### config.mk
export PLATFORM = sky130hd
export DESIGN_NAME = token_ring_arbiter
export DESIGN_NICKNAME = d
export VERILOG_FILES = /design/src/rtl/ring_arb_cell.sv /design/src/rtl/ring_arb_token.sv /design/src/rtl/ring_arb_chain.sv /design/src/rtl/token_ring_arbiter.sv
export SDC_FILE = /design/constraint.sdc
export NUM_CORES = 1
export LEC_CHECK = 0
export BUFFER_PORTS_ARGS = -buffer_cell sky130_fd_sc_hd__buf_4
export CAP_MARGIN = 15
export CORE_AREA = 2 2 39 41
export DETAILED_ROUTE_END_ITERATION = 6
export DIE_AREA = 0 0 41 43
export GPL_ROUTABILITY_DRIVEN = 0
export PLACE_DENSITY = 0.5
export RECOVER_POWER = 50
export SETUP_SLACK_MARGIN = 0.05
export SLEW_MARGIN = 25
export SYNTH_ARGS = -nofsm -noshare
export SYNTH_HDL_FRONTEND = slang
export SYNTH_SLANG_ARGS = --single-unit
### constraint.sdc
create_clock -name clk -period 2.3 [get_ports clk]
set_input_delay 0.345 -clock clk [delete_from_list [all_inputs] [get_ports clk]]
set_output_delay 0.345 -clock clk [all_outputs]
set_load 0.01 [all_outputs]
### src/rtl/ring_arb_cell.sv
// One station of the ring: combines the incoming right to go with the local
// token and either grants its own requester or hands the right onward.
module ring_arb_cell (
  input  logic req_i,
  input  logic tok_i,
  input  logic try_i,
  output logic ok_o,
  output logic pass_o
);

  logic go;

  always_comb begin
    go     = tok_i | try_i;
    ok_o   = req_i & go;
    pass_o = ~req_i & go;
  end

endmodule

### src/rtl/ring_arb_token.sv
// Token flops: one per station, shifted one position per clock.
module ring_arb_token #(
  parameter int unsigned N = 4
) (
  input  logic         clk,
  input  logic         rst_n,
  output logic [N-1:0] tok_o
);

  logic [N-1:0] tok_q;
  logic [N-1:0] tok_d;

  always_comb begin
    tok_d = tok_q;
    for (int unsigned i = 0; i < N; i++) begin
      tok_d[(i + 1) % N] = tok_q[i];
    end
  end

  always_ff @(posedge clk or negedge rst_n) begin
    if (!rst_n) begin
      tok_q <= N'(1);
    end else begin
      tok_q <= tok_d;
    end
  end

  assign tok_o = tok_q;

endmodule

### src/rtl/ring_arb_chain.sv
// Loop-free grant chain: the ring is laid out twice in a row. The first
// position in the layout has no incoming right, so the chain only starts at
// the token station; the second lap lets it wrap past station N-1.
module ring_arb_chain #(
  parameter int unsigned N = 4
) (
  input  logic [N-1:0] req_i,
  input  logic [N-1:0] tok_i,
  output logic [N-1:0] grant_o
);

  localparam int unsigned SLOTS = 2 * N;

  logic [SLOTS-1:0] try_w;
  logic [SLOTS-1:0] ok_w;
  logic [SLOTS-1:0] pass_w;

  assign try_w[0] = 1'b0;

  for (genvar p = 0; p < SLOTS; p++) begin : g_slot
    localparam int unsigned STN = p % N;

    if (p > 0) begin : g_link
      assign try_w[p] = pass_w[p-1];
    end

    ring_arb_cell u_cell (
      .req_i  (req_i[STN]),
      .tok_i  (tok_i[STN]),
      .try_i  (try_w[p]),
      .ok_o   (ok_w[p]),
      .pass_o (pass_w[p])
    );
  end

  for (genvar s = 0; s < N; s++) begin : g_merge
    assign grant_o[s] = ok_w[s] | ok_w[s+N];
  end

endmodule

### src/rtl/token_ring_arbiter.sv
module token_ring_arbiter #(
  parameter int unsigned N = 4
) (
  input  logic         clk,
  input  logic         rst_n,
  input  logic [N-1:0] req,
  output logic [N-1:0] grant,
  output logic [N-1:0] token
);

  logic [N-1:0] tok_w;

  ring_arb_token #(.N(N)) u_token (
    .clk   (clk),
    .rst_n (rst_n),
    .tok_o (tok_w)
  );

  ring_arb_chain #(.N(N)) u_chain (
    .req_i   (req),
    .tok_i   (tok_w),
    .grant_o (grant)
  );

  assign token = tok_w;

endmodule

# Word level (Yosys, flattened, before mapping)
# Cells that the tools add are included.
# word_totals
regBits	4
out_inout_bits	8
wordCells	31
# classes
bitwise	30
# op_table
cell	n
$and 1x1->1	15
$or 1x1->1	11
$not 1->1	4

# Logic depth before layout (Yosys ltp)
# Gate-level depths: netlist of the first run.
# depth
depth_word	17
depth_mapped	3
mapped_depth_nobuf	3

# By module
# From an unflattened synthesis of the first run, not the netlist that was laid out.
# hier_totals
hier_cells	25
hier_area_um2	270.3
# by_module_without_submodules
module	n_inst	cells_per_inst	area_per_inst_um2	seq_area_each_um2
ring_arb_cell	8	2	17.5	0.0
ring_arb_token	1	4	101.3	101.3
ring_arb_chain	1	5	28.8	0.0

# Least setup slack after synthesis of the first run
# Ideal clock, no wire load.
# synth_timing
path_kind	reg2out
start	reg u_token.tok_q[0] (netlist: u_token.tok_o[0])
end	out grant[1]
arrival_time_ps	1184
path_slack_ps	771
stages_incl_launch_ff	4
path_buffers	0
cell_sequence	dfstp_2 > nand2b_1 > a221o_1 > a211oi_2
# synth_via
elab_chain_len	12
elab_cells_between_ends	13
cone_classes	bitwise: 13
# synth_rtl
item	line_no	rtl
from (decl)	ring_arb_token.sv:10	logic [N-1:0] tok_q;
from (signal assigned)	ring_arb_token.sv:24	tok_q <= tok_d;
$and 1x1->1	ring_arb_cell.sv:16	pass_o = ~req_i & go;
$or 1x1->1	ring_arb_cell.sv:14	go = tok_i | try_i;
$and 1x1->1	ring_arb_cell.sv:16	
$or 1x1->1	ring_arb_cell.sv:14	
$and 1x1->1	ring_arb_cell.sv:16	
$or 1x1->1	ring_arb_cell.sv:14	
$and 1x1->1	ring_arb_cell.sv:16	
$or 1x1->1	ring_arb_cell.sv:14	
$and 1x1->1	ring_arb_cell.sv:16	
$or 1x1->1	ring_arb_cell.sv:14	
$and 1x1->1	ring_arb_cell.sv:15	ok_o = req_i & go;
$or 1x1->1 (*)	ring_arb_chain.sv:37	assign grant_o[s] = ok_w[s] | ok_w[s+N];
to (decl)	token_ring_arbiter.sv:7	output logic [N-1:0] grant,
# Every way passes the cells marked *; elsewhere a longest branch is shown, timed or not.

# Worst setup path after layout of the first run
# Ends and elaborated chain as after synthesis.

==> flow_summary.yaml, run 1 <==
outcome:
  status: "completed"
cts:
  cts_setup_buffers: 0
  hold_buffers: 1
  root_buffer: "clkbuf_4"
  clk_path_buf_depth: 2
  cts_inserted_buffers: 3
  cts_resized: 0
  cts_max_level: 1
  cts_sinks: 4
  path_clk_slew_ps: 40
  clkLatencyLatePin_ps: 240
  cts_tree: "yes"
pwr:
  cellLeakagePower_nw: 0.1665
  pwr-share-comb_pct: 7.3
  p_switching_mw: 0.03869
  ir_drop_v: 0.0003463
  intPower_mw: 0.1435
  pwr-share-clk_pct: 53.9
  seq_power_share_pct: 38.8
  p_sw_share_pct: 21.23
  power_density_mw_per_mm2: 511.0
yosys:
  synth_area_sq_um: 236.5
  ys_seq_area_share_pct: 42.86
  syn_nets: 33
  yosysUniqueCellTypes: 14
  synth-seq-cells: 4
  post_synth.cell_area_avg_sq_um: 8.758
  yosys_warnings: 0
  synth_cells: 27
critical_path:
  crit_path_end_kind: "output port"
  cp.arrival_ps: 1650
  ff2ff_path_depth: 0
  crit_path_start_kind: "register"
  r2r_slack_ps: 1600
  timing.rr.end: "u_token.tok_o[1]"
  worstPathRequired_ps: 1960
  timing.rr.start: "u_token.tok_o[0]"
  critPathMaxFanout: 7
  criticalPathCategory: "register to output port"
global_route:
  grt_pass1_vias: 208
  grt_max_degree: 8
  antenna_found_initial: 0
  grt_pass1_wl_um: 855
  gr-total-overflow: 0
  grt_use_total_pct: 7.770
finish:
  fin_nets: 48
  final_cell_count_no_fill: 57
  syn_to_final_growth_pct: 50.79
  drive_gt1_share_pct: 39.02
  diodes: 0
  largest_register_ffs: 4
sta:
  finalHoldViolCount: 0
  drv_slew: 0
  finalSetupViolCount: 0
  setup_tns_ps: 0
  skew_ps: 3.924
  slew_headroom_pct: 86.03
  worstMarginPinSlew_ps: 209.6
  rsz0062_at_grt: "false"
  fin_crit_ps: 1991
  setup_slack_ps: 309.4
  fmaxAchievable_mhz: 502.4
  finalCritPeriodShare_pct: 86.55
die:
  coreArea_sq_mm: 0.001384
  die_area_sq_mm: 0.001763
  die_x_um: 41
  rows: 14
  start_util_pct: 17.09
  die_h_um: 43
  ios: 14
drt:
  routed_via_density: 3.947
  wl_per_cell_um: 9.684
  drc: 0
  drtIter0Drc: 7
  drt_first_pass_iters: 3
  wl_um: 552
  vias: 225
  ant_nets: 0
place:
  dp_cells: 52
  pre_cts_ws_ps: 609.5
  portBuffers: 13
  dpl.hpwl_um: 405.5
flow_run:
  drv_cap: 0
min_path:
  hold_class: "input port to async pin"
-- per-stage QoR --
| step | hold WS, ps | util, % | total power [mW] | area, sq um |
|---|---|---|---|---|
| detailed placement | 143.9 | 23.42 | 0.08462 | 324.1 |
| finish | 457.0 | 25.77 | 0.1822 | 356.6 |
| CTS | 432.1 | 26.04 | 0.1867 | 360.3 |
| global placement | 141.6 | 23.42 | 0.08449 | 324.1 |
| floorplan | 49.41 | - | 0.07528 | 236.5 |
| global route | 475.9 | 25.77 | 0.1928 | 356.6 |
-- cell usage in the layout (no fill, tap or decap) --
cell type | synthesis | routed
clkbuf_4 | 0 | 3
a211oi_2 | 1 | 1
nor2_1 | 2 | 2
clkbuf_1 | 0 | 2
nor2b_1 | 1 | 1
a21oi_1 | 3 | 3
nand2_1 | 1 | 1
nand2b_1 | 2 | 2
dfstp_1 | 0 | 1
nor3_1 | 1 | 1
a21boi_1 | 1 | 1
dfrtp_1 | 3 | 3
o21ai_0 | 2 | 2
dlygate4sd3_1 | 0 | 1
buf_4 | 4 | 12
a221o_1 | 1 | 1
inv_1 | 4 | 4
-- worst max path at each step --
stage / startpoint / to / slack [ps]
2_1_floorplan: u_token.tok_o[0] / grant[1] / 770
3_3_place_gp: u_token.tok_o[0] / grant[1] / 610
3_5_place_dp: u_token.tok_o[0] / grant[1] / 610
4_1_cts: u_token.tok_o[0] / grant[1] / 340
5_1_grt: u_token.tok_o[0] / grant[1] / 210
6_report: u_token.tok_o[0] / grant[1] / 310
-- power by group through the flow --
stage	Combinational, mW	Clock (mW)	Sequential [mW]
floorplan	0.00359	0	0.0717
global placement	0.0128	0	0.0717
detailed placement	0.0129	0	0.0717
CTS	0.0143	0.102	0.0708
global route	0.0150	0.107	0.0706
finish	0.0133	0.0983	0.0707
-- Yosys cell counts, drive strengths merged --
master / n / area (sq um)
inv: 4 / 15.01
nand2b: 2 / 12.51
a211oi: 1 / 12.51
a21boi: 1 / 7.510
dfstp: 1 / 26.28
nor2: 2 / 7.510
a21oi: 3 / 15.01
nand2: 1 / 3.750
dfrtp: 3 / 75.07
buf: 4 / 30.03
nor3: 1 / 5.000
nor2b: 1 / 6.260
o21ai: 2 / 10.01
a221o: 1 / 10.01
-- cell families after synthesis --
group,count (synthesis),share of synthesized area (%)
DFF,4,42.86
AOI/OAI and AO/OA,8,23.28
buffers and inverters,8,19.05
and+or+nand+nor,7,14.81
-- final cells by class --
cell class | instances | area [sq um]
Sequential cell | 4 | 101.3
Multi-Input combinational cell | 15 | 90.09
Fill cell | 151 | 1027
Inverter | 4 | 15.01
Clock buffer | 4 | 26.28
Tap cell | 16 | 20.02
Timing Repair Buffer | 14 | 103.9
-- worst max-delay path, stage by stage, from the launching register on --
cell	delay, ps
dfstp_1	610
nand2b_1	80
a221o_1	350
a211oi_2	220
buf_4	150
-- per-layer routing --
| layer | part of all wire (%) | vias up | track usage, % |
|---|---|---|---|
| met4 | 0 | 0 | 0 |
| met2 | 30 | 14 | 7.500 |
| li1 | - | 115 | - |
| met5 | 0 | - | 0 |
| met3 | 14 | 0 | 9.424 |
| met1 | 55 | 96 | 11.44 |
(Power assumes the default switching activity.)
==> inputs of run 2 (changes only) <==
==> constraint.sdc (replaced) <==
create_clock -name clk -period 1.99 [get_ports clk]
set_input_delay 0.2985 -clock clk [delete_from_list [all_inputs] [get_ports clk]]
set_output_delay 0.2985 -clock clk [all_outputs]
set_load 0.01 [all_outputs]
==> run 2 against run 1 <==
First-iteration DRC count did not move. Sequential share of layout area did not move. Sequential cell count stayed put. Sequential power rose by 16%. Worst setup slack got worse by 220 ps. Critical path type unchanged. Largest cell class unchanged.
==> flow_summary.yaml, run 2 (same netlist as run 1, synthesis figures left out) <==
sta:
  setup_tns_ps: 0
  finalCritPeriodShare_pct: 95.32
  drv_slew: 0
  worstMarginPinSlew_ps: 209.1
  slew_headroom_pct: 86.06
  fin_crit_ps: 1897
  rsz0062_at_grt: "true"
  finalHoldViolCount: 0
  finalSetupViolCount: 0
  skew_ps: 3.575
  fmaxAchievable_mhz: 527.2
  fin_hold_ws_ps: 410.3
cts:
  cts_max_level: 1
  cts_resized: 0
  cts_inserted_buffers: 3
  path_clk_slew_ps: 40
  clkLatencyLatePin_ps: 240
  cts_tree: "yes"
  clk_path_buf_depth: 2
  cts_sinks: 4
  cts_setup_buffers: 0
  root_buffer: "clkbuf_4"
drt:
  ant_nets: 0
  wl_um: 552
  vias: 224
  routed_via_density: 3.930
  wl_per_cell_um: 9.684
  drc: 0
  drtIter0Drc: 7
  drt_first_pass_iters: 3
critical_path:
  cp-endpoint: "grant[1]"
  timing.rr.start: "u_token.tok_o[0]"
  ff2ff_path_depth: 0
  critPathMaxStageDelay_ps: 570
  worstPathRequired_ps: 1690
  timing.rr.end: "u_token.tok_o[1]"
  r2r_slack_ps: 1340
  cp-startpoint: "u_token.tok_o[0]"
  criticalPathCategory: "register to output port"
  crit_buf_inv: 1
  crit_path_end_kind: "output port"
  path_delay_family: "flip-flops"
  crit_chain: "nand2b_1 > a221o_1 > a211oi_2 > buf_4"
  cp.arrival_ps: 1600
  crit_path_start_kind: "register"
  crit_path_top_delay_cell: "dfstp_2"
  critPathMaxFanout: 7
  crit_cells: 4
min_path:
  hold_class: "input port to async pin"
finish:
  drive_gt1_share_pct: 41.46
  fillers: 151
  syn_to_final_growth_pct: 50.79
  diodes: 0
  seq_area_sq_um: 101.3
  fin_area_sq_um: 356.6
  largest_register_ffs: 4
  multi_input_area_sq_um: 90.09
  final_common_cell: "buf_4"
  mostFrequentLayoutCells: "buf_4, inv_1, a21oi_1, clkbuf_4, dfrtp_1"
  final_cell_count_no_fill: 57
  fin_nets: 48
die:
  start_util_pct: 17.09
  rows: 14
  die_area_sq_mm: 0.001763
  die_x_um: 41
  die_h_um: 43
  ios: 14
  coreArea_sq_mm: 0.001384
pwr:
  intPower_mw: 0.1660
  ir_drop_v: 0.0004005
  seq_power_share_pct: 38.8
  p_switching_mw: 0.04495
  p_sw_share_pct: 21.30
  power_density_mw_per_mm2: 591.7
  pwr-share-comb_pct: 7.3
  pwr-share-clk_pct: 54.0
  cellLeakagePower_nw: 0.1662
global_route:
  grt_use_total_pct: 7.770
  grt_pass1_vias: 208
  grt_max_degree: 8
  grt_pass1_wl_um: 855
  antenna_found_initial: 0
  gr-total-overflow: 0
place:
  dp_cells: 52
  dpl_cell_area_sq_um: 324.1
  portBuffers: 13
  dpl.hpwl_um: 405.5
flow_run:
  drv_cap: 0
outcome:
  status: "completed"
## run 2: cell counts in the layout (fill, tap and decap cells not counted)
Identical to the previous run, type by type.
## run 2: power by group through the flow
stage          Combinational [mW]  Sequential (mW)  Clock, mW
2_1_floorplan             0.00414           0.0829          0
3_3_place_gp               0.0148           0.0828          0
3_5_place_dp               0.0150           0.0828          0
4_1_cts                    0.0165           0.0818      0.117
5_1_grt                    0.0173           0.0817      0.124
6_report                   0.0153           0.0818      0.114
## run 2: cell type report
class / instances / area share (%)
multi-input cells: 15 / 25.26
repair buffers: 14 / 29.12
inverters: 4 / 4.211
well taps: 16 / 5.614
flip-flops and latches: 4 / 28.42
clock buffers: 4 / 7.368
## run 2: through the flow
stage          power, mW  util, %  worst slack [ps]
2_1_floorplan    0.08701        -             507.5
3_3_place_gp     0.09765    23.42             346.4
3_5_place_dp     0.09780    23.42             346.0
4_1_cts           0.2158    26.04             80.43
5_1_grt           0.2230    25.77             12.97
6_report          0.2110    25.77             93.05
## run 2: how the worst min path moves through the flow
| stage | from | end | depth (start not counted) |
|---|---|---|---|
| 2_1_floorplan | rst_n | u_token.tok_o[1] | 0 |
| 3_3_place_gp | rst_n | u_token.tok_o[2] | 1 |
| 3_5_place_dp | rst_n | u_token.tok_o[2] | 1 |
| 4_1_cts | rst_n | u_token.tok_o[2] | 2 |
| 5_1_grt | rst_n | u_token.tok_o[3] | 2 |
| 6_report | rst_n | u_token.tok_o[2] | 2 |
## run 2: per-layer routing
metal,global-route usage [%],part of all wire [%],vias up
li1,-,-,116
met1,11.44,56,94
met2,7.500,30,14
met3,9.424,14,0
met4,0,0,0
met5,0,0,-
## run 2: timing repair
| item | 4_1_cts | 5_1_grt |
|---|---|---|
| endpoints found under the setup margin | 0 | 1 |
| hold endpoints to repair | 3 | 0 |
| hold buffers | 1 | 0 |
